--- src/rtl/seg_ld_pkg.sv ---
package seg_ld_pkg;

    localparam int SEL_W     = 16;
    localparam int IDX_W     = 13;
    localparam int WORD_W    = 32;
    localparam int DESC_W    = 2 * WORD_W;
    localparam int SLOT_W    = 2;
    localparam int NUM_SLOTS = 1 << SLOT_W;

    localparam logic [7:0] VEC_GP = 8'd13;
    localparam logic [7:0] VEC_NP = 8'd11;

    typedef enum logic [SLOT_W-1:0] {
        SLOT_DATA_A = 2'd0,
        SLOT_STACK  = 2'd1,
        SLOT_CODE   = 2'd2,
        SLOT_DATA_B = 2'd3
    } slot_e;

    typedef enum logic [2:0] {
        ST_IDLE, ST_CHK, ST_RLO, ST_WLO, ST_RHI, ST_WHI
    } ld_state_e;

    typedef enum logic [1:0] {
        VERD_OK, VERD_GP, VERD_NP
    } verdict_e;

    typedef struct packed {
        logic [IDX_W-1:0] idx;
        logic             ti;
        logic [1:0]       rpl;
    } sel_t;

    typedef struct packed {
        logic [7:0]  base_hi;
        logic [3:0]  flags;
        logic [3:0]  lim_hi;
        logic        present;
        logic [1:0]  dpl;
        logic        app;
        logic [3:0]  typ;
        logic [23:0] base_lo;
        logic [15:0] lim_lo;
    } desc_t;

    function automatic logic [SEL_W-1:0] err_code(sel_t s);
        return {s.idx, s.ti, 2'b00};
    endfunction

    function automatic logic slot_is_data(slot_e s);
        return (s == SLOT_DATA_A) || (s == SLOT_DATA_B);
    endfunction

endpackage

--- src/rtl/sel_decode.sv ---
module sel_decode
    import seg_ld_pkg::*;
#(
    parameter int ADDR_W = 32
) (
    input  sel_t              sel,
    input  logic [ADDR_W-1:0] gdt_base,
    input  logic [15:0]       gdt_limit,
    input  logic [ADDR_W-1:0] ldt_base,
    input  logic [15:0]       ldt_limit,
    output logic              is_null,
    output logic              in_limit,
    output logic [ADDR_W-1:0] entry_addr
);
    logic [15:0]       last_byte;
    logic [15:0]       limit;
    logic [ADDR_W-1:0] base;

    always_comb begin
        last_byte  = {sel.idx, 3'b111};
        limit      = sel.ti ? ldt_limit : gdt_limit;
        base       = sel.ti ? ldt_base : gdt_base;
        is_null    = !sel.ti && (sel.idx == '0);
        in_limit   = last_byte <= limit;
        entry_addr = base + ADDR_W'({sel.idx, 3'b000});
    end
endmodule

--- src/rtl/desc_check.sv ---
module desc_check
    import seg_ld_pkg::*;
(
    input  slot_e      slot,
    input  logic [1:0] rpl,
    input  logic       app,
    input  logic       present,
    input  logic [1:0] dpl,
    input  logic       exec,
    input  logic       rw,
    output verdict_e   verdict
);
    logic type_ok;
    logic priv_ok;

    always_comb begin
        unique case (slot)
            SLOT_STACK: begin
                type_ok = !exec && rw;
                priv_ok = (dpl == rpl);
            end
            SLOT_CODE: begin
                type_ok = exec;
                priv_ok = 1'b1;
            end
            default: begin
                type_ok = !exec || rw;
                priv_ok = (dpl >= rpl);
            end
        endcase

        if (!app || !type_ok || !priv_ok) verdict = VERD_GP;
        else if (!present)                verdict = VERD_NP;
        else                              verdict = VERD_OK;
    end
endmodule

--- src/rtl/shadow_bank.sv ---
module shadow_bank
    import seg_ld_pkg::*;
(
    input  logic                        clk,
    input  logic                        rst,
    input  logic                        wr_en,
    input  slot_e                       wr_slot,
    input  logic [SEL_W-1:0]            wr_sel,
    input  logic [DESC_W-1:0]           wr_desc,
    input  logic                        wr_usable,
    output logic [NUM_SLOTS*SEL_W-1:0]  sel_flat,
    output logic [NUM_SLOTS*DESC_W-1:0] desc_flat,
    output logic [NUM_SLOTS-1:0]        usable
);
    for (genvar g = 0; g < NUM_SLOTS; g++) begin : g_slot
        logic hit;
        assign hit = wr_en && (wr_slot == slot_e'(g));

        always_ff @(posedge clk) begin
            if (rst) begin
                sel_flat[g*SEL_W +: SEL_W]    <= '0;
                desc_flat[g*DESC_W +: DESC_W] <= '0;
                usable[g]                     <= 1'b0;
            end else if (hit) begin
                sel_flat[g*SEL_W +: SEL_W]    <= wr_sel;
                desc_flat[g*DESC_W +: DESC_W] <= wr_desc;
                usable[g]                     <= wr_usable;
            end
        end
    end
endmodule

--- src/rtl/seg_sel_loader.sv ---
module seg_sel_loader
    import seg_ld_pkg::*;
#(
    parameter int ADDR_W = 32
) (
    input  logic                        clk,
    input  logic                        rst,
    input  logic                        req_valid,
    input  logic [15:0]                 req_sel,
    input  logic [1:0]                  req_slot,
    input  logic [ADDR_W-1:0]           gdt_base,
    input  logic [15:0]                 gdt_limit,
    input  logic [ADDR_W-1:0]           ldt_base,
    input  logic [15:0]                 ldt_limit,
    output logic                        busy,
    output logic                        mem_rd_valid,
    output logic [ADDR_W-1:0]           mem_rd_addr,
    input  logic                        mem_rd_ready,
    input  logic                        mem_rsp_valid,
    input  logic [31:0]                 mem_rsp_data,
    output logic                        done,
    output logic                        fault,
    output logic [7:0]                  fault_vec,
    output logic [15:0]                 fault_code,
    output logic [4*16-1:0]             shadow_sel,
    output logic [4*64-1:0]             shadow_desc,
    output logic [3:0]                  shadow_usable
);
    localparam logic [ADDR_W-1:0] HI_STEP = ADDR_W'(WORD_W / 8);

    ld_state_e         st;
    sel_t              sel_q;
    slot_e             slot_q;
    logic [ADDR_W-1:0] addr_q;
    logic [31:0]       lo_q;
    logic              done_q, fault_q;
    logic [7:0]        vec_q;
    logic [15:0]       code_q;

    logic              is_null, in_limit;
    logic [ADDR_W-1:0] entry_addr;
    desc_t             fetched;
    verdict_e          verdict;
    logic              wr_en, wr_usable;
    logic [DESC_W-1:0] wr_desc;

    sel_decode #(.ADDR_W(ADDR_W)) u_dec (
        .sel        (sel_q),
        .gdt_base   (gdt_base),
        .gdt_limit  (gdt_limit),
        .ldt_base   (ldt_base),
        .ldt_limit  (ldt_limit),
        .is_null    (is_null),
        .in_limit   (in_limit),
        .entry_addr (entry_addr)
    );

    assign fetched = desc_t'({mem_rsp_data, lo_q});

    desc_check u_chk (
        .slot    (slot_q),
        .rpl     (sel_q.rpl),
        .app     (fetched.app),
        .present (fetched.present),
        .dpl     (fetched.dpl),
        .exec    (fetched.typ[3]),
        .rw      (fetched.typ[1]),
        .verdict (verdict)
    );

    always_comb begin
        wr_en     = ((st == ST_CHK) && is_null && slot_is_data(slot_q)) ||
                    ((st == ST_WHI) && mem_rsp_valid && (verdict == VERD_OK));
        wr_usable = (st == ST_WHI);
        wr_desc   = (st == ST_WHI) ? DESC_W'(fetched) : '0;
    end

    shadow_bank u_bank (
        .clk       (clk),
        .rst       (rst),
        .wr_en     (wr_en),
        .wr_slot   (slot_q),
        .wr_sel    (sel_q),
        .wr_desc   (wr_desc),
        .wr_usable (wr_usable),
        .sel_flat  (shadow_sel),
        .desc_flat (shadow_desc),
        .usable    (shadow_usable)
    );

    always_ff @(posedge clk) begin
        if (rst) begin
            st      <= ST_IDLE;
            sel_q   <= '0;
            slot_q  <= SLOT_DATA_A;
            addr_q  <= '0;
            lo_q    <= '0;
            done_q  <= 1'b0;
            fault_q <= 1'b0;
            vec_q   <= '0;
            code_q  <= '0;
        end else begin
            done_q  <= 1'b0;
            fault_q <= 1'b0;
            unique case (st)
                ST_IDLE: if (req_valid) begin
                    sel_q  <= sel_t'(req_sel);
                    slot_q <= slot_e'(req_slot);
                    st     <= ST_CHK;
                end
                ST_CHK: begin
                    addr_q <= entry_addr;
                    if (is_null && slot_is_data(slot_q)) begin
                        done_q <= 1'b1;
                        st     <= ST_IDLE;
                    end else if (is_null || !in_limit) begin
                        fault_q <= 1'b1;
                        vec_q   <= VEC_GP;
                        code_q  <= err_code(sel_q);
                        st      <= ST_IDLE;
                    end else begin
                        st <= ST_RLO;
                    end
                end
                ST_RLO: if (mem_rd_ready) st <= ST_WLO;
                ST_WLO: if (mem_rsp_valid) begin
                    lo_q <= mem_rsp_data;
                    st   <= ST_RHI;
                end
                ST_RHI: if (mem_rd_ready) st <= ST_WHI;
                ST_WHI: if (mem_rsp_valid) begin
                    if (verdict == VERD_OK) begin
                        done_q <= 1'b1;
                    end else begin
                        fault_q <= 1'b1;
                        vec_q   <= (verdict == VERD_NP) ? VEC_NP : VEC_GP;
                        code_q  <= err_code(sel_q);
                    end
                    st <= ST_IDLE;
                end
                default: st <= ST_IDLE;
            endcase
        end
    end

    assign busy         = (st != ST_IDLE);
    assign mem_rd_valid = (st == ST_RLO) || (st == ST_RHI);
    assign mem_rd_addr  = (st == ST_RHI) ? addr_q + HI_STEP : addr_q;
    assign done         = done_q;
    assign fault        = fault_q;
    assign fault_vec    = vec_q;
    assign fault_code   = code_q;


    one_outcome_chk: assert property (@(posedge clk) disable iff (rst)
        !(done && fault));

    done_pulse_chk: assert property (@(posedge clk) disable iff (rst)
        done |=> !done);

    fault_pulse_chk: assert property (@(posedge clk) disable iff (rst)
        fault |=> !fault);

    rd_hold_chk: assert property (@(posedge clk) disable iff (rst)
        (mem_rd_valid && !mem_rd_ready) |=> (mem_rd_valid && $stable(mem_rd_addr)));

    fault_keeps_shadow_chk: assert property (@(posedge clk) disable iff (rst)
        fault |-> ($stable(shadow_desc) && $stable(shadow_usable) && $stable(shadow_sel)));

    limit_no_read_chk: assert property (@(posedge clk) disable iff (rst)
        ((st == ST_CHK) && !in_limit && !is_null) |=> (fault && !mem_rd_valid));

    code_low_zero_chk: assert property (@(posedge clk) disable iff (rst)
        fault |-> (fault_code[1:0] == 2'b00));
endmodule

--- config.mk ---
export PLATFORM = sky130hd
export DESIGN_NAME = seg_sel_loader
export DESIGN_NICKNAME = d
export VERILOG_FILES = /design/src/rtl/seg_ld_pkg.sv /design/src/rtl/sel_decode.sv /design/src/rtl/desc_check.sv /design/src/rtl/shadow_bank.sv /design/src/rtl/seg_sel_loader.sv
export SDC_FILE = /design/constraint.sdc
export NUM_CORES = 1
export LEC_CHECK = 0
export BUFFER_PORTS_ARGS = -buffer_cell sky130_fd_sc_hd__buf_4
export CAP_MARGIN = 20
export CELL_PAD_IN_SITES_DETAIL_PLACEMENT = 2
export CELL_PAD_IN_SITES_GLOBAL_PLACEMENT = 2
export CORE_UTILIZATION = 30
export CTS_CLUSTER_SIZE = 14
export DETAILED_ROUTE_END_ITERATION = 6
export HOLD_SLACK_MARGIN = 0.06
export PLACE_DENSITY = 0.79
export SKIP_CTS_REPAIR_TIMING = 1
export SLEW_MARGIN = 40
export SYNTH_ARGS = -nofsm -noshare
export SYNTH_HDL_FRONTEND = slang
export SYNTH_SLANG_ARGS = --single-unit
--- constraint.sdc ---
create_clock -name clk -period 5.55 [get_ports clk]
set_input_delay 1.11 -clock clk [delete_from_list [all_inputs] [get_ports clk]]
set_output_delay 1.11 -clock clk [all_outputs]
set_load 0.01 [all_outputs]
==> metrics.cfg, run 1 <==
[power_and_ir_drop]
power.switching_mw = 1.88
pwr_density_cell_mw_per_mm2 = 322
p_leak_nw = 9.97
p_int_mw = 5.40
pwr-share-clk = 0.459
ir_worst_vdd_mv = 0.226
swShare = 0.258
comb_power_share = 0.099
p_seq_frac = 0.443

[floorplanning]
dieHeight_um = 236
ioPinCount = 535
start_util = 0.305
dieArea_sq_mm = 0.0558
coreArea_sq_mm = 0.0540
num_rows = 85
die_w_um = 236

[sta]
fin_worst_skew_ns = 0.0304
fmax_ghz = 0.234
drv_slew = 0
rsz0062_at_grt = false
finalCritPeriodShare = 0.770
hold_viol_final = 0
setup_viol = 0
final.setup.tns_ns = 0
setup_ws_ns = 1.28
relSlewSlack = 0.446
timing.final.crit_period_ns = 4.27
worst_pin_slew_ns = 0.831
whs_ns = 0.457

[logic_synthesis]
synth-seq-area-share = 0.520
synth-seq-cells = 428
syn_avg_cell_area_sq_um = 10.2
synth_mux_area_frac = 0.0530
yosys.area_share.simple = 0.119
yosysWarnings = 0
synthAdderAreaFrac = 0.0263
synthFlopType = dfxtp_1
synth_top_family_by_area = compound AO/OA/AOI/OAI gates
yosysUniqueCellTypes = 66
synth.cell_area_sq_mm = 0.0165
async_flop_share = 0
synth_compound_area_frac = 0.208
synth-xor-area-share = 0.0261
synthCells = 1622
synth_edf_count = 0

[critical_path]
required_ns = 4.44
r2r_start = sel_q[2]
ff2ff_path_depth = 10
cp_num_buf_inv = 1
critPathCaptureType = output pin
critPathLaunchType = flop
max_stage_delay_ns = 0.64
crit_type = flop to output pin
reg2reg_slack_ns = 1.68
cp_max_fo = 10
crit_slowest_cell = nor2_1
cpLargestDelayFamily = simple AND/OR/NAND/NOR gates
path_cells = nor3b_4 -> nand4_1 -> nor2_1 -> nand2_1 -> nor2_1 -> xnor2_1 -> buf_4
path_depth = 7
crit_arrival_ns = 3.16
cp_common_cell = nor2_1
critical_path.startpoint = st[2]
r2r_end = addr_q[31]

[clocking]
ctsHtreeMaxLevel = 2
cts_sinks = 428
cts_buffer_depth = 3
cts_buffers = 49
root_buffer = clkbuf_16
cts_tree = yes
clk_pin_slew_ns = 0.05
insertion_delay_ns = 0.60

[route]
vias = 15000
post_drt_wl_per_cell_um = 24.8
first_pass_iters = 4
ant_nets = 0
drc = 0
drt-vias-per-instance = 5.27
drtIter0Drc = 521
drt_wl_total_um = 70300

[global_routing]
track_usage = 0.245
grt_pass1_vias = 16200
antenna_found_initial = 0
grt_max_degree = 91
grt_pass1_wl_um = 105000
overflow = 0

[hold_path]
hold_class = flop to flop
hold_depth = 2
holdPathEnd = u_bank.sel_flat[17]
hp-start = u_bank.sel_flat[17]

[place]
port_buffers = 528
post-place-ws_ns = 1.44
place_congestion = 0.838
placed_area_sq_mm = 0.0209
hpwl_um = 49700

[final_layout]
antenna_cells = 0
nNetsFinal = 2289
drive_gt1_frac = 0.319
fin_area_sq_mm = 0.0226
syn2layout_area_growth_pct = 37.4

[flow_run]
cap_violations = 0

[run_status]
status = complete, no violations

-- power by group through the flow --
stage,logic (mW),registers (mW),clock network [mW]
after floorplan,0.417,3.24,0
after global placement,0.681,3.29,0
after detailed placement,0.716,3.29,0
after CTS,0.722,3.23,3.42
after global routing,0.776,3.23,3.54
final,0.718,3.22,3.34
-- worst min-delay path, cell delays in order, from the launching register on --
cell and delay (ns):
dfxtp_1 0.31, nand2_1 0.05, a21oi_1 0.05
-- per-stage QoR --
stage / instances / utilization / power (mW)
finish: 2837 / 0.419 / 7.28
detailed placement: 2747 / 0.387 / 4.01
floorplan: 1627 / - / 3.65
global placement: 2745 / 0.386 / 3.97
global route: 2837 / 0.419 / 7.55
CTS: 2835 / 0.418 / 7.36
-- layout make-up --
cell class	instances	area (sq um)
Inverter	14	52.6
Sequential cell	428	8570
Timing Repair Buffer	553	4220
Tap cell	696	871
Clock inverter	21	241
Fill cell	5782	31400
Clock buffer	67	1420
Multi-Input combinational cell	1058	7250
-- worst max-delay path by stage --
stage	to	slack, ns
final	mem_rd_addr[30]	1.28
after global routing	mem_rd_addr[22]	1.02
after CTS	mem_rd_addr[30]	1.17
after detailed placement	u_bank.desc_flat[58]	1.44
after global placement	addr_q[31]	1.62
after floorplan	addr_q[31]	1.87
-- state kept, by name, indices dropped and copies added, names as in the netlist --
name / flops
u_bank.usable: 4
done: 1
fault_vec: 3
slot_q: 2
sel_q: 16
u_bank.sel_flat: 64
lo_q: 32
fault: 1
st: 3
u_bank.desc_flat: 256
fault_code: 14
addr_q: 32
-- layout by cell type (no fill, tap or decap), drive strengths merged, types with 3 or more instances in the layout --
cell,netlist,layout
and4,5,5
xor2,14,14
nor2,69,69
buf,79,553
or2,3,3
and3,20,20
a22o,251,251
clkinv,0,17
bufinv,0,4
a32o,5,5
nand2b,3,3
a311o,5,5
a31oi,4,4
ha,33,33
mux2i,68,68
o21ai,10,10
nand4,20,20
a2111oi,4,4
a21o,16,16
nand3b,5,5
and2b,3,3
nor3,7,7
inv,14,14
mux2,17,17
nand2,237,237
dfxtp,428,428
xnor2,35,35
nand3,24,24
clkbuf,48,67
a211oi,7,7
conb,1,6
nor2b,11,11
nor4,6,6
and2,7,7
a21oi,141,141
-- logic make-up after synthesis --
group,Yosys count
buffers and inverters,141
AO/OA/AOI/OAI,456
other,1
XOR/XNOR,49
AND/OR/NAND/NOR,428
multiplexers,85
flip-flops,428
adder cells (fa/ha/maj),34
-- routing by layer --
metal  global-route usage  wire, um  up-vias  share of wire
li1                     -         -     6785              -
met1                0.282     27800     7573           0.40
met2                0.434     35400      496           0.50
met3               0.0679      5040      106          0.072
met4               0.0809      2050        0          0.029
met5                    0         0        -              0
-- Yosys cell counts, drive strengths merged (6+ instances only) --
cell,number,share of area
xnor2,35,0.019
nor4,6,0.0027
mux2i,68,0.041
and3,20,0.0076
a211oi,7,0.0040
buf,79,0.032
ha,33,0.025
xor2,14,0.0074
nand3,24,0.0073
nor2,69,0.016
a22o,251,0.13
a21oi,141,0.043
and2,7,0.0030
nor2b,11,0.0043
mux2,17,0.012
o21ai,10,0.0035
inv,14,0.0032
nand2,237,0.055
a21o,16,0.0073
dfxtp,428,0.52
nand4,20,0.0076
nor3,7,0.0021
clkbuf,48,0.011
No activity file was read; power rests on OpenSTA's default activity.
==> run 2: changes to the inputs <==
Settings changed: ABC_AREA from default to 1, CORE_UTILIZATION 30 to 28, PLACE_DENSITY 0.79 to 0.81.
Clock period 5.55 ns to 4.3 ns, I/O delays scaled along.
==> metrics.cfg, run 2 <==
[global_routing]
use_met1 = 0.292  ; was 0.282
busiest_layer = met2  ; unchanged
grt_pass1_wl_um = 131000  ; was 105000 um
use_met3 = 0.0443  ; was 0.0679
overflow = 0  ; unchanged
grt_pass1_vias = 20800  ; was 16200
grtUsageMet2 = 0.477  ; was 0.434
grt_max_degree = 97  ; was 91
antenna_found_initial = 7  ; was 0
track_usage = 0.258  ; was 0.245

[logic_synthesis]
synth_edf_count = 0  ; unchanged
yosys-top-cells-area = dfxtp_1, nor2_1, o21ai_0, nand2_1, inv_1  ; was dfxtp_1, a22o_1, nand2_1, a21oi_1, mux2i_1
post-synth-top-count-cell = nor2_1  ; was dfxtp_1
synth_top_area_share = 0.464  ; was 0.520
async_flop_share = 0  ; unchanged
synthCells = 2615  ; was 1622
yosysWarnings = 0  ; unchanged
synth.cell_area_sq_mm = 0.0185  ; was 0.0165 sq mm
synth-seq-cells = 428  ; unchanged
synth-seq-area-share = 0.464  ; was 0.520
syn_avg_cell_area_sq_um = 7.06  ; was 10.2 sq um
yosys.area.top_type = dfxtp_1  ; unchanged
yosysUniqueCellTypes = 41  ; was 66
synthFlopType = dfxtp_1  ; unchanged
synth.top_cells.by_count = nor2_1, dfxtp_1, o21ai_0, nand2_1, inv_1  ; was dfxtp_1, a22o_1, nand2_1, a21oi_1, nor2_1

[power_and_ir_drop]
pwr_density_cell_mw_per_mm2 = 483  ; was 322 mW/mm^2
p_leak_nw = 11.3  ; was 9.97 nW
total_power_mw = 12.0  ; was 7.28 mW
ir_worst_vdd_mv = 0.291  ; was 0.226 mV

[sta]
rsz0062_at_grt = false  ; unchanged
hold_viol_final = 0  ; unchanged
setup_viol = 0  ; unchanged
fmax_ghz = 0.268
finalCritPeriodShare = 0.867
fin_worst_skew_ns = 0.0273  ; was 0.0304 ns
relSlewSlack = 0.469  ; was 0.446
timing.final.crit_period_ns = 3.73
worst_pin_slew_ns = 0.797  ; was 0.831 ns
final.setup.tns_ns = 0  ; unchanged
drv_slew = 0  ; unchanged

[critical_path]
crit_arrival_ns = 2.87  ; was 3.16 ns
required_ns = 3.44  ; was 4.44 ns
critPathLaunchType = flop  ; unchanged
critPathCaptureType = output pin  ; unchanged
crit_type = flop to output pin  ; unchanged
cp_max_fo = 6  ; was 10

[final_layout]
mostFrequentLayoutCells = nor2_1, buf_4, dfxtp_1, o21ai_0, nand2_1  ; was buf_4, dfxtp_1, a22o_1, nand2_1, a21oi_1
top_register = u_bank.desc_flat  ; unchanged
final_common_cell = nor2_1  ; was buf_4
fill_cells = 7570  ; was 5782
syn2layout_area_growth_pct = 33.9  ; was 37.4%
nNetsFinal = 3258  ; was 2289
drive_gt1_frac = 0.213  ; was 0.319
largest_reg_flops = 256  ; unchanged
reg_top3 = u_bank.desc_flat: 256 flops, u_bank.sel_flat: 64 flops  ; unchanged

[route]
drc = 0  ; unchanged
vias = 19400  ; was 15000
post_drt_wl_per_cell_um = 22.3  ; was 24.8 um
drtIter0Drc = 788  ; was 521
drt-vias-per-instance = 4.88  ; was 5.27
ant_nets = 0  ; unchanged
drt_wl_total_um = 88400  ; was 70300 um
first_pass_iters = 4  ; unchanged

[clocking]
root_buffer = clkbuf_16  ; unchanged
cts_sinks = 428  ; unchanged
cts_tree = yes  ; unchanged
cts_buffers = 49  ; unchanged
clk_pin_slew_ns = 0.07  ; was 0.05 ns
insertion_delay_ns = 0.61  ; was 0.60 ns
cts_buffer_depth = 3  ; unchanged
ctsHtreeMaxLevel = 2  ; unchanged

[floorplanning]
dieArea_sq_mm = 0.0670  ; was 0.0558 sq mm
ioPinCount = 535  ; unchanged
start_util = 0.285  ; was 0.305
num_rows = 93  ; was 85
die_w_um = 259  ; was 236 um
dieHeight_um = 259  ; was 236 um
coreArea_sq_mm = 0.0648  ; was 0.0540 sq mm

[place]
place_congestion = 0.884  ; was 0.838
port_buffers = 528  ; unchanged
hpwl_um = 66500  ; was 49700 um

[run_status]
status = complete, no violations  ; unchanged

[flow_run]
cap_violations = 0  ; unchanged

[hold_path]
hold_class = flop to flop  ; unchanged

==> run 2: changes by cell type in the layout (fill, tap and decap cells not counted), moves of 16 or more <==
cell,delta
xnor2_1,-31
and3_1,-16
nand2_1,+83
mux2_2,-17
a21o_1,-16
a21oi_1,-25
nor2_1,+697
o21ai_0,+375
mux2i_1,-56
a22o_1,-251
xor2_1,+21
nand3_1,+52
inv_1,+197
==> run 2: worst paths after layout <==
kind | start | to | cells after the start | slack, ns
max | st[1] | mem_rd_addr[31] | 10 | 0.57
min | lo_q[4] | lo_q[4] | 2 | 0.45
min reg2reg | lo_q[4] | lo_q[4] | 2 | 0.45
max reg2reg | sel_q[2] | fault_vec[1] | 13 | 1.11
==> run 2: report_power, final <==
group / internal, mW / leakage, nW / switching (mW) / total [mW]
clock: 2.42 / 0.785 / 1.82 / 4.24
combinational: 1.06 / 7.02 / 2.00 / 3.06
sequential: 4.29 / 3.46 / 0.371 / 4.66
total: 7.77 / 11.3 / 4.18 / 12.0
==> run 2: through the flow <==
step                hold slack [ns]  cell area [sq um]  utilization  std cells  setup slack, ns
CTS                           0.458              24700        0.381       3964            0.451
finish                        0.453              24700        0.381       3972            0.572
floorplan                     0.430              18500            -       2620             1.44
global placement              0.440              23100        0.356       3875             1.07
detailed placement            0.451              23100        0.356       3876            0.896
global route                  0.479              24700        0.381       3970            0.333
==> run 2: cells by family (layout without fill, tap and decap cells) <==
| family | after synthesis | after routing | synth area share |
|---|---|---|---|
| AND/OR/NAND/NOR | 1212 | 1212 | 0.261 |
| AO/OA/AOI/OAI | 511 | 511 | 0.140 |
| flip-flops | 428 | 428 | 0.464 |
| buffers and inverters | 378 | 868 | 0.0862 |
| XOR/XNOR | 39 | 39 | 0.0185 |
| adder cells (fa/ha/maj) | 34 | 34 | 0.0234 |
| multiplexers | 12 | 12 | 0.00651 |
| other | 1 | 13 | 0.000203 |
==> run 2: layer usage <==
layer  up-vias  part of all wire
met5         -           0.00032
met4         4             0.040
met3       147             0.047
met2       480              0.52
met1      9587              0.40
li1       9170                 -
==> run 2: critical path, cell delays in order (launching register included) <==
cell and delay [ns]:
dfxtp_1 0.33, nor2_1 0.14, nand2_1 0.21, nor2_1 0.21
nand2_1 0.12, nor2_2 0.25, nand2_1 0.14, nor2_1 0.28
nand4_1 0.21, xor2_1 0.21, buf_4 0.15
==> run 2: area by class of cell <==
class	instances	area, sq um	share of cell area
flip-flops and latches	428	8570	0.347
multi-input cells	1814	8330	0.337
repair buffers	558	4280	0.173
clock buffers	70	1380	0.0556
well taps	855	1070	0.0433
inverters	222	850	0.0344
clock inverters	18	223	0.00901
diodes	7	17.5	0.000709
